### src/rtl/agc_pwm_pkg.sv
package agc_pwm_pkg;

    localparam int DUTY_W       = 8;
    localparam int TICK_DIV_DEF = 16;
    localparam int REFRESH_DEF  = 1024;
    localparam int RESET_DUTY   = 1 << (DUTY_W - 1);

    typedef logic [DUTY_W-1:0] duty_t;

    typedef enum logic {
        SRC_LOOP = 1'b0,
        SRC_HOST = 1'b1
    } duty_src_e;

    typedef struct packed {
        duty_src_e src;
        duty_t     value;
    } duty_req_t;

    function automatic duty_req_t pick_request(logic host_sel, duty_t loop_v, duty_t host_v);
        duty_req_t r;
        r.src   = host_sel ? SRC_HOST : SRC_LOOP;
        r.value = host_sel ? host_v : loop_v;
        return r;
    endfunction

endpackage

### src/rtl/agc_pwm_tick_div.sv
module agc_pwm_tick_div #(
    parameter int DIV = agc_pwm_pkg::TICK_DIV_DEF
) (
    input  logic clk,
    input  logic rst,
    output logic tick
);
    localparam int CW = (DIV > 1) ? $clog2(DIV) : 1;

    logic [CW-1:0] cnt_q;

    assign tick = (cnt_q == CW'(DIV - 1));

    always_ff @(posedge clk) begin
        if (rst)       cnt_q <= '0;
        else if (tick) cnt_q <= '0;
        else           cnt_q <= cnt_q + 1'b1;
    end
endmodule

### src/rtl/agc_pwm_refresh.sv
module agc_pwm_refresh
    import agc_pwm_pkg::*;
#(
    parameter int SYMS = REFRESH_DEF
) (
    input  logic  clk,
    input  logic  rst,
    input  logic  sym_stb,
    input  duty_t agc_level,
    output logic  refresh,
    output duty_t staged
);
    localparam int SW = (SYMS > 1) ? $clog2(SYMS) : 1;

    logic [SW-1:0] sym_cnt_q;

    assign refresh = sym_stb && (sym_cnt_q == SW'(SYMS - 1));

    always_ff @(posedge clk) begin
        if (rst) begin
            sym_cnt_q <= '0;
            staged    <= duty_t'(RESET_DUTY);
        end else if (sym_stb) begin
            if (refresh) begin
                sym_cnt_q <= '0;
                staged    <= agc_level;
            end else begin
                sym_cnt_q <= sym_cnt_q + 1'b1;
            end
        end
    end
endmodule

### src/rtl/agc_pwm_core.sv
module agc_pwm_core
    import agc_pwm_pkg::*;
(
    input  logic  clk,
    input  logic  rst,
    input  logic  tick,
    input  duty_t loop_duty,
    input  logic  host_sel,
    input  duty_t host_duty,
    output logic  boundary,
    output duty_t period_cnt,
    output duty_t active_duty,
    output logic  pull_low
);
    duty_req_t active_q;

    assign boundary    = tick && (period_cnt == '1);
    assign active_duty = active_q.value;
    assign pull_low    = (period_cnt < active_q.value);

    always_ff @(posedge clk) begin
        if (rst) begin
            period_cnt     <= '0;
            active_q.src   <= SRC_LOOP;
            active_q.value <= duty_t'(RESET_DUTY);
        end else if (tick) begin
            period_cnt <= period_cnt + 1'b1;
            if (boundary) begin
                active_q <= pick_request(host_sel, loop_duty, host_duty);
            end
        end
    end
endmodule

### src/rtl/agc_pwm_gen.sv
module agc_pwm_gen
    import agc_pwm_pkg::*;
#(
    parameter int TICK_DIV = TICK_DIV_DEF,
    parameter int REFRESH  = REFRESH_DEF
) (
    input  logic                clk,
    input  logic                rst,
    input  logic                sym_stb,
    input  logic [DUTY_W-1:0]   agc_level,
    input  logic                use_host_duty,
    input  logic [DUTY_W-1:0]   host_duty,
    output logic                pwm_pull_low
);
    logic  tick;
    logic  refresh;
    logic  boundary;
    duty_t staged;
    duty_t period_cnt;
    duty_t active_duty;

    agc_pwm_tick_div #(.DIV(TICK_DIV)) u_div (
        .clk  (clk),
        .rst  (rst),
        .tick (tick)
    );

    agc_pwm_refresh #(.SYMS(REFRESH)) u_refresh (
        .clk       (clk),
        .rst       (rst),
        .sym_stb   (sym_stb),
        .agc_level (agc_level),
        .refresh   (refresh),
        .staged    (staged)
    );

    agc_pwm_core u_core (
        .clk         (clk),
        .rst         (rst),
        .tick        (tick),
        .loop_duty   (staged),
        .host_sel    (use_host_duty),
        .host_duty   (host_duty),
        .boundary    (boundary),
        .period_cnt  (period_cnt),
        .active_duty (active_duty),
        .pull_low    (pwm_pull_low)
    );
endmodule

### config.mk
export PLATFORM = sky130hd
export DESIGN_NAME = agc_pwm_gen
export DESIGN_NICKNAME = d
export VERILOG_FILES = /design/src/rtl/agc_pwm_pkg.sv /design/src/rtl/agc_pwm_tick_div.sv /design/src/rtl/agc_pwm_refresh.sv /design/src/rtl/agc_pwm_core.sv /design/src/rtl/agc_pwm_gen.sv
export SDC_FILE = /design/constraint.sdc
export NUM_CORES = 1
export LEC_CHECK = 0
export ABC_AREA = 1
export BUFFER_PORTS_ARGS = -buffer_cell sky130_fd_sc_hd__buf_4
export CAP_MARGIN = 20
export CORE_MARGIN = 5
export CORE_UTILIZATION = 45
export DETAILED_ROUTE_END_ITERATION = 8
export MAX_ROUTING_LAYER = met4
export PLACE_DENSITY_LB_ADDON = 0.05
export SLEW_MARGIN = 15
export SYNTH_ARGS = -nofsm -noshare
export SYNTH_HDL_FRONTEND = slang
export SYNTH_SLANG_ARGS = --single-unit
### constraint.sdc
create_clock -name clk -period 2 [get_ports clk]
set_input_delay 0.4 -clock clk [delete_from_list [all_inputs] [get_ports clk]]
set_output_delay 0.4 -clock clk [all_outputs]
set_load 0.005 [all_outputs]
# Word-level counts from Yosys, hierarchy flattened
# Index checks and enable logic that the tools add are counted.
# totals
wordCells	19
register_bits	38
out_inout_bits	1
inputBits	20
# classes
n_reduce_logical	5
magnitude_cmp	1
n_eq_ne	3
mux	2
addsub	3
# op_table
op	count
10-bit by 1-bit adder with 10-bit output, second input constant	1
10-bit equality test, second input constant	1
10-bit 2-to-1 mux	1
8-bit by 1-bit adder with 8-bit output, second input constant	1
8-bit equality test, second input constant	1
8-bit < comparator	1
8-bit 2-to-1 mux	1
4-bit by 1-bit adder with 4-bit output, second input constant	1
4-bit equality test, second input constant	1
2-bit AND reduction	2
1-bit logical AND	2
2-bit OR reduction	1

# Longest topological paths before layout
# Gate-level depths: netlist (run 1).
# logic_depth
ltp_word	3
ltp_mapped	8
mapped_depth_nobuf	8

# Hierarchy
# From an unflattened synthesis (run 1), not the netlist that was laid out.
# unflattened
cells_unflattened	294
hier_area_um2	1979.4
# by_module_without_submodules
module	cells_each	seq_area_each_um2	area_per_inst_um2	instances
agc_pwm_core	150	320.3	969.7	1
agc_pwm_refresh	126	360.3	849.6	1
agc_pwm_tick_div	18	80.1	160.2	1

# Worst setup path after synthesis (run 1)
# Ideal clock, no wire load.
# synth_path
path_kind	register to output
start	reg u_core.period_cnt[3]
end	out pwm_pull_low
n_path_buf	0
t_arrival_ns	0.970
setup_slack_ns	0.630
path_stages_with_launch	5
required_ns	1.600
cell_sequence	dfxtp_1 > ha_1 > a21oi_1 > o21ai_0 > a21oi_1
# synth_between
elab_chain_len	1
# synth_rtl
item	line	source
start, declared	agc_pwm_core.sv:11	output duty_t period_cnt,
start signal, assigned	agc_pwm_core.sv:27	period_cnt <= period_cnt + 1'b1;
8-bit < comparator	agc_pwm_core.sv:19	assign pull_low = (period_cnt < active_q.value);
end, declared	agc_pwm_gen.sv:13	output logic pwm_pull_low
# Every way passes these cells.

# Worst setup path after layout (run 1)
# layout_path
start	reg u_core.active_q, in the netlist u_core.active_duty[3]
end	out pwm_pull_low
# layout_between
elab_chain_len	1
# layout_rtl
item	line	source
start, declared	agc_pwm_core.sv:15	duty_req_t active_q;
start signal, assigned	agc_pwm_core.sv:29	active_q <= pick_request(host_sel, loop_duty, host_duty);
8-bit < comparator	agc_pwm_core.sv:19	
# Every way passes these cells.

==> impl_summary.txt, run 1 <==
----------------------------------------------------
[Synth]
  Post-synthesis register bit count ... 38
  Top-area cell type share of the netlist area ... 40.2%
  Synthesized area per cell ... 7.04 um^2
  Count of cell types in the netlist ... 24
  Area of the mapped netlist ... 1890 um^2
  Cells after synthesis ... 269
  Synth Net Count ... 299
  Main area contributors after synthesis ... sky130_fd_sc_hd__dfxtp_1 (40%), sky130_fd_sc_hd__nand2_1 (12%), sky130_fd_sc_hd__inv_1 (7.7%), sky130_fd_sc_hd__nor2_1 (6.7%), sky130_fd_sc_hd__ha_1 (6.6%)
  Number of warning messages in the yosys log ... 0
  Area leader, netlist ... sky130_fd_sc_hd__dfxtp_1
  Portion of the post-synthesis area used by sequential elements ... 40.2%

[Worst setup path]
  CP Capture Type ... output pin
  Number of cells traversed by the worst register-to-register path ... 8
  Crit path DAT ... 1.44 ns
  CP startpoint kind ... register
  Register-to-register path setup slack ... 0.47 ns
  CP Capture Point ... pwm_pull_low
  Critical path fanouts, max ... 2
  Worst reg2reg startpoint ... u_refresh.sym_cnt_q[0]$_SDFFE_PP0P_
  Required time of the worst setup path ... 1.60 ns
  Critical Path Start ... u_core.active_duty[3]$_SDFFE_PP0P_
  Critical path class ... reg -> out
  Reg2reg end ... u_refresh.sym_cnt_q[9]$_SDFFE_PP0P_

[Job]
  Max-Cap Viols ... 0

[Timing]
  Worst hold slack across all endpoints ... 0.338 ns
  Setup repair after global routing missed its margin ... false
  Setup violations, final ... 0
  Largest clock skew in the final design ... 0.00490 ns
  Slew at the pin closest to its max-slew limit ... 0.374 ns
  Final worst path period need ... 1.84 ns
  Max_slew headroom ... 74.9%
  Final-report hold violation count ... 0
  Tcrit/Tclk final ... 92.0%
  Final sum of negative setup slack ... 0 ns
  Max Fclk ... 544 MHz
  Final-report max-slew violation count ... 0

[Layout]
  Number of nets in the layout ... 323
  Proportion of layout cells with a drive suffix above 1 ... 13.6%
  Ant. Diodes ... 0
  Synthesis-to-layout area growth ... 16.7%
  Area used by sequential logic in the layout ... 763 um^2
  Filler cells ... 423
  Multi-input gate area in the final layout ... 956 um^2
  Post-route core utilization ... 54.9%

[Clock tree]
  Clock network latency to the later pin of the worst-skew pair ... 0.29 ns
  Clock sink count ... 38
  Clock Root Buffer ... sky130_fd_sc_hd__clkbuf_8
  CTS clk-pin slew, worst paths ... 0.07 ns
  Maximum buffer depth of the clock tree ... 2
  Post CTS Setup Buffer Count ... 0
  Total clock buffers created by CTS ... 5
  H-tree levels ... 2
  CTS tree ... yes
  Number of hold buffers added after CTS ... 0

[Hold path]
  Path category of the worst min-delay check ... in -> reg
  Worst Hold Launch ... agc_level[7]

[Power and ir drop]
  Static leakage ... 0.929 nW
  Fraction of power spent switching nets ... 21.4%
  Switch Pwr ... 315 uW
  Maximum ir drop on the vdd rail ... 0.000455 V
  Sequential share of power ... 52.5%
  Internal power summed over all cells ... 1.15 mW
  Cell Pwr Density ... 664 nW/um^2
  Total design power ... 1.47 mW
  Combinational share of power ... 5.4%
  Share of total power in the clock network ... 42.1%

[Die]
  Die area ... 5610 um^2
  FP Rows ... 23
  Count of pins on the block boundary ... 21
  Chip width ... 74.9 um
  Die Y-Extent ... 74.9 um
  Placeable Area ... 4030 um^2
  Initial core utilization ... 47.0%

[Global routing]
  Tot GR Track Use ... 16.0%
  Global route overflow ... 0
  Global-route wire length before repair ... 6.62 mm
  Number of antenna violations at the first check in global routing ... 0
  Largest net degree at the start of global routing ... 17
  Number of global-route vias before repair ... 1545

[Route]
  Detailed Route Iter0 Violations ... 53
  Detail-routed via count per cell ... 4.87
  Average wire length per cell after detail routing ... 10.7 um
  DRC Markers ... 0
  Final Routed Wirelength ... 3.69 mm
  Number of vias after detailed routing ... 1675
  Residual antenna-violating net count after detailed routing ... 0
  First-pass iteration count of the detailed router ... 4

[Place]
  Total of buffers placed on input and output ports ... 20
  Final estimated routing congestion in global placement ... 0.792
  DPL Wire Length ... 2.74 mm

[Status]
  Result of the run ... complete, no violations

----------------------------------------------------
==> power by group through the flow <==
stage                     logic, mW  clock network, mW  registers, mW
after floorplan              0.0389                  0          0.787
after global placement       0.0799                  0          0.789
after global routing         0.0903              0.685          0.772
after CTS                    0.0808              0.642          0.771
final                        0.0795              0.618          0.771
after detailed placement     0.0805                  0          0.789
==> layer usage <==
metal | up-vias | part of all wire [%] | GRT usage, %
li1 | 907 | - | -
met1 | 726 | 50 | 20.0
met2 | 34 | 43 | 24.3
met3 | 8 | 5.1 | 4.41
met4 | 0 | 1.8 | 6.32
met5 | - | 0 | -
==> repair_timing <==
item	4_1_cts	5_1_grt
resized for setup	0	3
endpoints found under the setup margin	0	1
endpoints found under the hold margin	0	0
==> placed cells by master, fill, tap and decap left out, drive strengths merged <==
cell type and instances:
nand2 62, inv 39, dfxtp 38, nor2 37, buf 23, o21ai 22, a21oi 21, nand3 13
ha 10, nand4 9, clkbuf 8, nor3 3, xor2 3, xnor2 2, nor3b 1, or2 1
o21bai 1, o211ai 1
==> flip-flops by register name (all words and copies together) (netlist names) <==
| register | flops |
|---|---|
| u_refresh.sym_cnt_q | 10 |
| u_core.active_duty | 8 |
| u_core.period_cnt | 8 |
| u_div.cnt_q | 4 |
| u_refresh.staged | 8 |
==> cell usage after synthesis, drive strengths merged <==
cell / number
nand2: 62
inv: 39
dfxtp: 38
nor2: 37
o21ai: 22
a21oi: 21
nand3: 13
ha: 10
nand4: 9
clkbuf: 4
nor3: 3
xor2: 3
buf: 2
xnor2: 2
nor3b: 1
o211ai: 1
o21bai: 1
or2: 1
==> worst min-delay path by stage <==
stage                                       end  cells after the start
6_report       u_refresh.staged[7]$_SDFFE_PP1P_                      3
5_1_grt        u_refresh.staged[7]$_SDFFE_PP1P_                      3
4_1_cts        u_refresh.staged[7]$_SDFFE_PP1P_                      3
3_5_place_dp          u_div.cnt_q[0]$_SDFF_PP0_                      1
3_3_place_gp          u_div.cnt_q[0]$_SDFF_PP0_                      1
2_1_floorplan         u_div.cnt_q[0]$_SDFF_PP0_                      1
==> worst max-delay path, stage by stage, from the launching register on <==
cell and delay (ns):
sky130_fd_sc_hd__dfxtp_1 0.33, sky130_fd_sc_hd__inv_1 0.04, sky130_fd_sc_hd__ha_1 0.28, sky130_fd_sc_hd__a21oi_1 0.14
sky130_fd_sc_hd__o21ai_1 0.08, sky130_fd_sc_hd__a21oi_1 0.14, sky130_fd_sc_hd__buf_4 0.12
==> kinds of logic after synthesis <==
logic type / Yosys count / share of synthesized area, %
AO/OA/AOI/OAI: 45 / 12.2
XOR/XNOR: 5 / 2.31
adder cells (fa/ha/maj): 10 / 6.61
buffers and inverters: 45 / 9.38
flip-flops: 38 / 40.2
AND/OR/NAND/NOR: 126 / 29.4
==> area by class of cell <==
type | count | share of cell area [%]
multi-input combinational | 186 | 43.2
sequential | 38 | 34.5
timing repair buffer | 23 | 7.81
inverter | 39 | 6.62
clock buffer | 8 | 4.98
tap | 50 | 2.83
==> metrics by stage <==
step | setup slack (ns) | instances | instance area, um^2
global placement | 0.460 | 336 | 2100
floorplan | 0.630 | 269 | 1890
global route | 0.0136 | 344 | 2210
CTS | 0.123 | 344 | 2210
finish | 0.161 | 344 | 2210
detailed placement | 0.455 | 336 | 2100
(Power assumes the default switching activity.)
==> run 2, diff against run 1 <==
- CELL_PAD_IN_SITES_DETAIL_PLACEMENT: default -> 1
- CELL_PAD_IN_SITES_GLOBAL_PLACEMENT: default -> 2
- CORE_UTILIZATION: 45 -> 35
==> run 2 against run 1 <==
Net effect:
- sequential share of layout area down 1.1 points
- count of clock-buffer cells in the layout down 3
- clock power up 28%
- non-clock buffer count up 2
- core utilization down 11 points
- total power up 12%
- die area up 25%
==> impl_summary.txt, run 2 (synthesis gave the netlist of run 1 again) <==
----------------------------------------------------
[Status]
  Result of the run ... complete, no violations

[Worst setup path]
  Reg2reg end ... u_refresh.sym_cnt_q[9]$_SDFFE_PP0P_
  Buf+Inv Stages, Crit Path ... 1 (-1)
  Cells along the critical path ... ha_1 > a21oi_1 > o21ai_0 > a21oi_1 > buf_4
  Crit path DAT ... 1.48 ns (+0.04 ns)
  CP startpoint kind ... register
  Total number of cells along the worst setup path ... 5 (-1)
  Max stage delay cell, worst path ... sky130_fd_sc_hd__dfxtp_1
  Number of cells traversed by the worst register-to-register path ... 8 (unchanged)
  Maximum cell stage delay along the critical path ... 0.43 ns (+0.10 ns)
  Required time of the worst setup path ... 1.60 ns (about the same)
  Critical Path Start ... u_core.period_cnt[5]$_SDFFE_PP0P_
  Worst reg2reg startpoint ... u_refresh.sym_cnt_q[0]$_SDFFE_PP0P_
  Critical Path Most Common Cell ... sky130_fd_sc_hd__a21oi_1
  CP Capture Type ... output pin
  Critical path class ... reg -> out
  CP Capture Point ... pwm_pull_low
  Critical path fanouts, max ... 5 (+3)
  Register-to-register path setup slack ... 0.42 ns (-0.05 ns)
  Crit path max-delay family ... flip-flops

[Route]
  Detail-routed via count per cell ... 4.63 (-4.9%)
  Final Routed Wirelength ... 4.18 mm (+13%)
  Average wire length per cell after detail routing ... 11.4 um (+6.4%)
  DRC Markers ... 0 (unchanged)
  Detailed Route Iter0 Violations ... 35 (-34%)
  Number of vias after detailed routing ... 1695 (+1.2%)
  Residual antenna-violating net count after detailed routing ... 0 (unchanged)
  First-pass iteration count of the detailed router ... 4 (unchanged)

[Timing]
  Max_slew headroom ... 74.5% (-0.36 points)
  Max Fclk ... 531 MHz (-2.3%)
  Final-report hold violation count ... 0 (unchanged)
  Final-report max-slew violation count ... 0 (unchanged)
  Final sum of negative setup slack ... 0 ns (unchanged)
  Setup repair after global routing missed its margin ... false
  Final worst path period need ... 1.88 ns (+0.0424 ns)
  Tcrit/Tclk final ... 94.1% (+2.1 points)
  Largest clock skew in the final design ... 0.00886 ns (+0.00397 ns)
  Slew at the pin closest to its max-slew limit ... 0.381 ns (+0.00680 ns)
  Setup violations, final ... 0 (unchanged)

[Clock tree]
  Clock Root Buffer ... sky130_fd_sc_hd__clkbuf_8
  CTS tree ... yes
  Total clock buffers created by CTS ... 5 (unchanged)
  H-tree levels ... 2 (unchanged)
  Maximum buffer depth of the clock tree ... 2 (unchanged)
  CTS clk-pin slew, worst paths ... 0.08 ns (about the same)
  Post CTS Setup Buffer Count ... 0 (unchanged)
  Clock network latency to the later pin of the worst-skew pair ... 0.29 ns (about the same)
  Clock sink count ... 38 (unchanged)

[Hold path]
  Path category of the worst min-delay check ... in -> reg

[Layout]
  Top library cells by usage in the layout, fill and taps aside ... sky130_fd_sc_hd__nand2_1 (62), sky130_fd_sc_hd__inv_1 (39), sky130_fd_sc_hd__dfxtp_1 (37), sky130_fd_sc_hd__nor2_1 (34), sky130_fd_sc_hd__buf_4 (25)
  Synthesis-to-layout area growth ... 20.2%
  Proportion of layout cells with a drive suffix above 1 ... 13.9% (+0.25 points)
  Ant. Diodes ... 0 (unchanged)
  Number of flip-flops in the largest register ... 10 (unchanged)
  Most flops, register ... u_refresh.sym_cnt_q
  Leading cell type in the layout, fill and taps excluded ... sky130_fd_sc_hd__nand2_1
  Number of nets in the layout ... 325 (+0.62%)
  Post-route core utilization ... 44.0% (-11 points)

[Place]
  Total of buffers placed on input and output ports ... 20 (unchanged)
  Final estimated routing congestion in global placement ... 0.700 (-12%)
  DPL Wire Length ... 3.25 mm (+19%)

[Die]
  Die area ... 6980 um^2 (+25%)
  Chip width ... 83.6 um (+12%)
  FP Rows ... 26 (+13%)
  Count of pins on the block boundary ... 21 (unchanged)
  Die Y-Extent ... 83.6 um (+12%)
  Placeable Area ... 5170 um^2 (+28%)
  Initial core utilization ... 36.6% (-10 points)

[Power and ir drop]
  Static leakage ... 0.949 nW (+2.2%)
  Maximum ir drop on the vdd rail ... 0.000236 V (-48%)
  Cell Pwr Density ... 721 nW/um^2 (+8.6%)

[Global routing]
  Met3 track demand over resource in global routing ... 3.55% (-0.85 points)
  Largest net degree at the start of global routing ... 17 (unchanged)
  Global route overflow ... 0 (unchanged)
  Global-route wire length before repair ... 7.60 mm (+15%)
  Number of antenna violations at the first check in global routing ... 0 (unchanged)
  Tot GR Track Use ... 13.5% (-2.5 points)
  Met1 track demand over resource ... 16.8% (-3.3 points)
  Number of global-route vias before repair ... 1767 (+14%)
  Met2 layer usage reported by global route ... 21.3% (-2.9 points)
  Gr busiest metal ... met2

[Job]
  Max-Cap Viols ... 0 (unchanged)

----------------------------------------------------
==> run 2: changes by cell type in the layout (fill, tap and decap cells not counted), sizes merged <==
cell and delta:
buf +2, clkbuf -3, clkinv +1, bufinv +2
==> run 2: how the worst min path moves through the flow <==
stage	start	to	slack [ns]	cells past startpoint
floorplan	u_div.cnt_q[0]$_SDFF_PP0_	u_div.cnt_q[0]$_SDFF_PP0_	0.42	1
global placement	u_div.cnt_q[0]$_SDFF_PP0_	u_div.cnt_q[0]$_SDFF_PP0_	0.44	1
detailed placement	u_div.cnt_q[0]$_SDFF_PP0_	u_div.cnt_q[0]$_SDFF_PP0_	0.45	1
CTS	agc_level[7]	u_refresh.staged[7]$_SDFFE_PP1P_	0.33	3
global route	agc_level[7]	u_refresh.staged[7]$_SDFFE_PP1P_	0.33	3
finish	agc_level[7]	u_refresh.staged[7]$_SDFFE_PP1P_	0.34	3
==> run 2: timing repair <==
item | in CTS | in global routing
gates resized for setup | 0 | 2
endpoints found under the hold margin | 0 | 0
setup endpoints to repair | 0 | 1
hold buffers | 0 | 0
==> run 2: metal layers <==
metal	routed length (um)	up-vias
met1	2140	761
met5	0	-
met3	118	2
met4	30	0
li1	-	912
met2	1900	20
==> run 2: stage by stage <==
step | setup WS [ns] | instance area [um^2] | hold slack [ns] | power, mW | instances
after floorplan | 0.630 | 1890 | 0.417 | 0.826 | 269
after global placement | 0.433 | 2140 | 0.441 | 0.872 | 358
after detailed placement | 0.399 | 2140 | 0.449 | 0.873 | 358
after CTS | 0.0690 | 2280 | 0.330 | 1.67 | 366
after global routing | 0.00985 | 2280 | 0.327 | 1.72 | 366
final | 0.118 | 2280 | 0.336 | 1.64 | 366
==> run 2: final cells by class <==
type | count | area [um^2]
fillers | 683 | 2900
multi-input cells | 186 | 956
flip-flops and latches | 38 | 762
repair buffers | 25 | 188
inverters | 39 | 146
well taps | 70 | 87.6
clock buffers | 5 | 68.8
clock inverters | 3 | 68.8
==> run 2: worst register-to-register path, cell delays in order, from the launching register on <==
cell and delay [ns]:
sky130_fd_sc_hd__dfxtp_1 0.38, sky130_fd_sc_hd__ha_1 0.20, sky130_fd_sc_hd__nand3_2 0.14, sky130_fd_sc_hd__nor2_4 0.17, sky130_fd_sc_hd__nand3_4 0.17, sky130_fd_sc_hd__nand2_1 0.24
sky130_fd_sc_hd__inv_1 0.07, sky130_fd_sc_hd__nand2_1 0.06, sky130_fd_sc_hd__nor2_1 0.04
==> run 2: where the power goes <==
| part | leakage [nW] | switching, mW | total [mW] | internal (mW) |
|---|---|---|---|---|
| clock network | 0.0683 | 0.290 | 0.790 | 0.500 |
| registers | 0.308 | 0.00637 | 0.771 | 0.764 |
| logic | 0.573 | 0.0402 | 0.0824 | 0.0422 |
| total | 0.949 | 0.336 | 1.64 | 1.31 |
==> run 3, diff against run 2 <==
- CORE_UTILIZATION: 35 -> 32
- clock period: 2 -> 1.8 ns (I/O delays scaled with it)
==> run 3 against run 2 <==
Net effect:
- global-route usage about the same
- routed wire length up 9.1%
- register-to-register slack worse by 0.13 ns
- die area up 8.2%
- critical path depth is 1 higher
- critical endpoint unchanged
- largest cell class unchanged
==> impl_summary.txt, run 3 (synthesis gave the netlist of run 1 again) <==
----------------------------------------------------
[Global routing]
  Global-route wire length before repair ... 7.90 mm (+3.9%)
  Tot GR Track Use ... 13.5% (+0.015 points)
  Number of global-route vias before repair ... 1737 (-1.7%)
  Largest net degree at the start of global routing ... 17 (unchanged)
  Number of antenna violations at the first check in global routing ... 0 (unchanged)
  Global route overflow ... 0 (unchanged)

[Place]
  Final estimated routing congestion in global placement ... 0.709 (+1.4%)
  DPL Wire Length ... 3.47 mm (+6.7%)
  Placement Setup Slack ... 0.246 ns (-0.154 ns)
  Placed cell count ... 365 (+2.0%)
  Total of buffers placed on input and output ports ... 20 (unchanged)

[Layout]
  Post-route core utilization ... 40.2% (-3.9 points)
  Synthesis-to-layout area growth ... 24.0%
  Filler cells ... 736 (+7.8%)
  Most flops, register ... u_refresh.sym_cnt_q
  Number of nets in the layout ... 327 (+0.62%)
  Leading cell type in the layout, fill and taps excluded ... sky130_fd_sc_hd__nand2_1
  Number of flip-flops in the largest register ... 10 (unchanged)
  Ant. Diodes ... 0 (unchanged)
  Area used by sequential logic in the layout ... 772 um^2 (+1.3%)
  Final std cells w/o fill ... 373 (+1.9%)
  Proportion of layout cells with a drive suffix above 1 ... 20.5% (+6.6 points)
  Multi-input gate area in the final layout ... 1040 um^2 (+8.8%)
  Top library cells by usage in the layout, fill and taps aside ... sky130_fd_sc_hd__nand2_1 (62), sky130_fd_sc_hd__inv_1 (38), sky130_fd_sc_hd__nor2_1 (34), sky130_fd_sc_hd__dfxtp_1 (31), sky130_fd_sc_hd__buf_4 (27)

[Hold path]
  Worst hold path endpoint ... u_refresh.staged[7]$_SDFFE_PP1P_
  Worst Hold Launch ... agc_level[7]
  Hold Path Cell Cnt ... 3 (unchanged)
  Path category of the worst min-delay check ... in -> reg

[Power and ir drop]
  Combinational share of power ... 5.7% (+0.7 points)
  Switch Pwr ... 361 uW (+7.4%)
  Maximum ir drop on the vdd rail ... 0.000365 V (+54%)
  Fraction of power spent switching nets ... 23.1% (+2.7 points)
  Sequential share of power ... 54.7% (+7.8 points)
  Cell Pwr Density ... 665 nW/um^2 (-7.8%)
  Internal power summed over all cells ... 1.20 mW (-8.1%)
  Static leakage ... 0.948 nW (-0.15%)
  Share of total power in the clock network ... 39.6% (-8.5 points)

[Worst setup path]
  Crit path DAT ... 1.35 ns (-0.13 ns)
  Register-to-register path setup slack ... 0.29 ns (-0.13 ns)
  Number of cells traversed by the worst register-to-register path ... 7 (-1)
  Required time of the worst setup path ... 1.44 ns (-0.16 ns)
  Critical path class ... reg -> out
  Reg2reg end ... u_refresh.staged[5]$_SDFFE_PP0P_
  CP startpoint kind ... register
  CP Capture Type ... output pin
  Critical path fanouts, max ... 2 (-3)
  Worst reg2reg startpoint ... u_refresh.sym_cnt_q[0]$_SDFFE_PP0P_

[Clock tree]
  Number of hold buffers added after CTS ... 0 (unchanged)
  Post CTS Setup Buffer Count ... 0 (unchanged)
  CTS clk-pin slew, worst paths ... 0.08 ns (about the same)
  CTS tree ... yes
  Total clock buffers created by CTS ... 5 (unchanged)
  Clock sink count ... 38 (unchanged)
  Clock network latency to the later pin of the worst-skew pair ... 0.28 ns (about the same)
  H-tree levels ... 2 (unchanged)
  Clock Root Buffer ... sky130_fd_sc_hd__clkbuf_8
  Maximum buffer depth of the clock tree ... 2 (unchanged)

[Timing]
  Final worst path period need ... 1.71 ns
  Largest clock skew in the final design ... 0.00631 ns (-0.00255 ns)
  Max Fclk ... 584 MHz
  Slew at the pin closest to its max-slew limit ... 0.415 ns (+0.0343 ns)
  Final-report max-slew violation count ... 0 (unchanged)
  Tcrit/Tclk final ... 95.1%
  Setup violations, final ... 0 (unchanged)
  Crit path setup slack, layout ... 0.0882 ns (-0.0300 ns)
  Max_slew headroom ... 72.3% (-2.2 points)
  Final-report hold violation count ... 0 (unchanged)

[Die]
  FP Rows ... 28 (+7.7%)
  Placeable Area ... 5850 um^2 (+13%)
  Die Y-Extent ... 86.9 um (+4.0%)
  Count of pins on the block boundary ... 21 (unchanged)
  Chip width ... 86.9 um (+4.0%)
  Die area ... 7560 um^2 (+8.2%)
  Initial core utilization ... 32.4% (-4.2 points)

[Route]
  Final Routed Wirelength ... 4.56 mm (+9.1%)
  Detail-routed via count per cell ... 4.58 (-1.1%)
  DRC Markers ... 0 (unchanged)
  Number of vias after detailed routing ... 1708 (+0.77%)
  Detailed Route Iter0 Violations ... 31 (-11%)
  Residual antenna-violating net count after detailed routing ... 0 (unchanged)
  Average wire length per cell after detail routing ... 12.2 um (+7.0%)
  First-pass iteration count of the detailed router ... 4 (unchanged)

[Job]
  Max-Cap Viols ... 0 (unchanged)

[Status]
  Result of the run ... complete, no violations

----------------------------------------------------
[run 3: cell count changes in the layout (fill, tap and decap cells not counted), moves of 4 or more]
cell,previous run,this run
sky130_fd_sc_hd__dfxtp_1,37,31
sky130_fd_sc_hd__a21oi_1,21,16
sky130_fd_sc_hd__dfxtp_2,1,6
sky130_fd_sc_hd__a21oi_2,0,4
sky130_fd_sc_hd__ha_1,10,6
sky130_fd_sc_hd__ha_4,0,4
[run 3: layout make-up]
class | count | share of cell area (%)
clock buffers | 6 | 3.51
clock inverters | 2 | 0.532
inverters | 39 | 6.23
multi-input cells | 186 | 44.2
flip-flops and latches | 38 | 32.9
well taps | 75 | 3.99
repair buffers | 27 | 8.63
[run 3: worst max-delay path, stage by stage, from the launching register on]
cell	delay, ns
sky130_fd_sc_hd__dfxtp_2	0.34
sky130_fd_sc_hd__inv_1	0.08
sky130_fd_sc_hd__ha_4	0.27
sky130_fd_sc_hd__nand2_1	0.07
sky130_fd_sc_hd__nor2_1	0.12
sky130_fd_sc_hd__a21oi_2	0.06
sky130_fd_sc_hd__buf_4	0.13
[run 3: timing repair]
action	4_1_cts	5_1_grt
resized for setup	9	14
pin swaps	1	6
endpoints found under the setup margin	1	1
[run 3: stage by stage]
step                instance area, um^2  setup TNS [ns]  hold WS, ns  power (mW)
finish                             2350               0        0.297        1.56
floorplan                          1890               0        0.417       0.918
global route                       2350        -0.00217        0.294        1.65
global placement                   2160               0        0.434       0.968
detailed placement                 2160               0        0.443       0.969
CTS                                2270               0        0.289        1.60
[run 3: worst max path at each step]
stage	start	to	slack, ns	cells past startpoint
finish	u_core.active_duty[7]$_SDFFE_PP1P_	pwm_pull_low	0.09	6
global route	u_core.active_duty[1]$_SDFFE_PP0P_	pwm_pull_low	-0.002	6
CTS	u_core.active_duty[7]$_SDFFE_PP1P_	pwm_pull_low	0.002	6
detailed placement	u_core.period_cnt[5]$_SDFFE_PP0P_	pwm_pull_low	0.25	5
global placement	u_core.period_cnt[5]$_SDFFE_PP0P_	pwm_pull_low	0.28	5
floorplan	u_core.period_cnt[3]$_SDFFE_PP0P_	pwm_pull_low	0.47	4
[run 3: power by group through the flow]
stage                     Combinational [mW]  Clock (mW)  Sequential, mW
final                                 0.0892       0.618           0.855
after CTS                             0.0927       0.651           0.855
after global placement                0.0923           0           0.876
after floorplan                       0.0432           0           0.875
after detailed placement              0.0921           0           0.877
after global routing                   0.104       0.689           0.857
[run 3: metal layers]
| layer | global-route usage (%) | part of all wire [%] | vias up | wire, um |
|---|---|---|---|---|
| li1 | - | - | 915 | - |
| met1 | 16.8 | 50 | 768 | 2270 |
| met2 | 21.9 | 47 | 21 | 2130 |
| met3 | 2.84 | 2.4 | 4 | 108 |
| met4 | 4.25 | 1.2 | 0 | 57 |
| met5 | - | 0 | - | 0 |
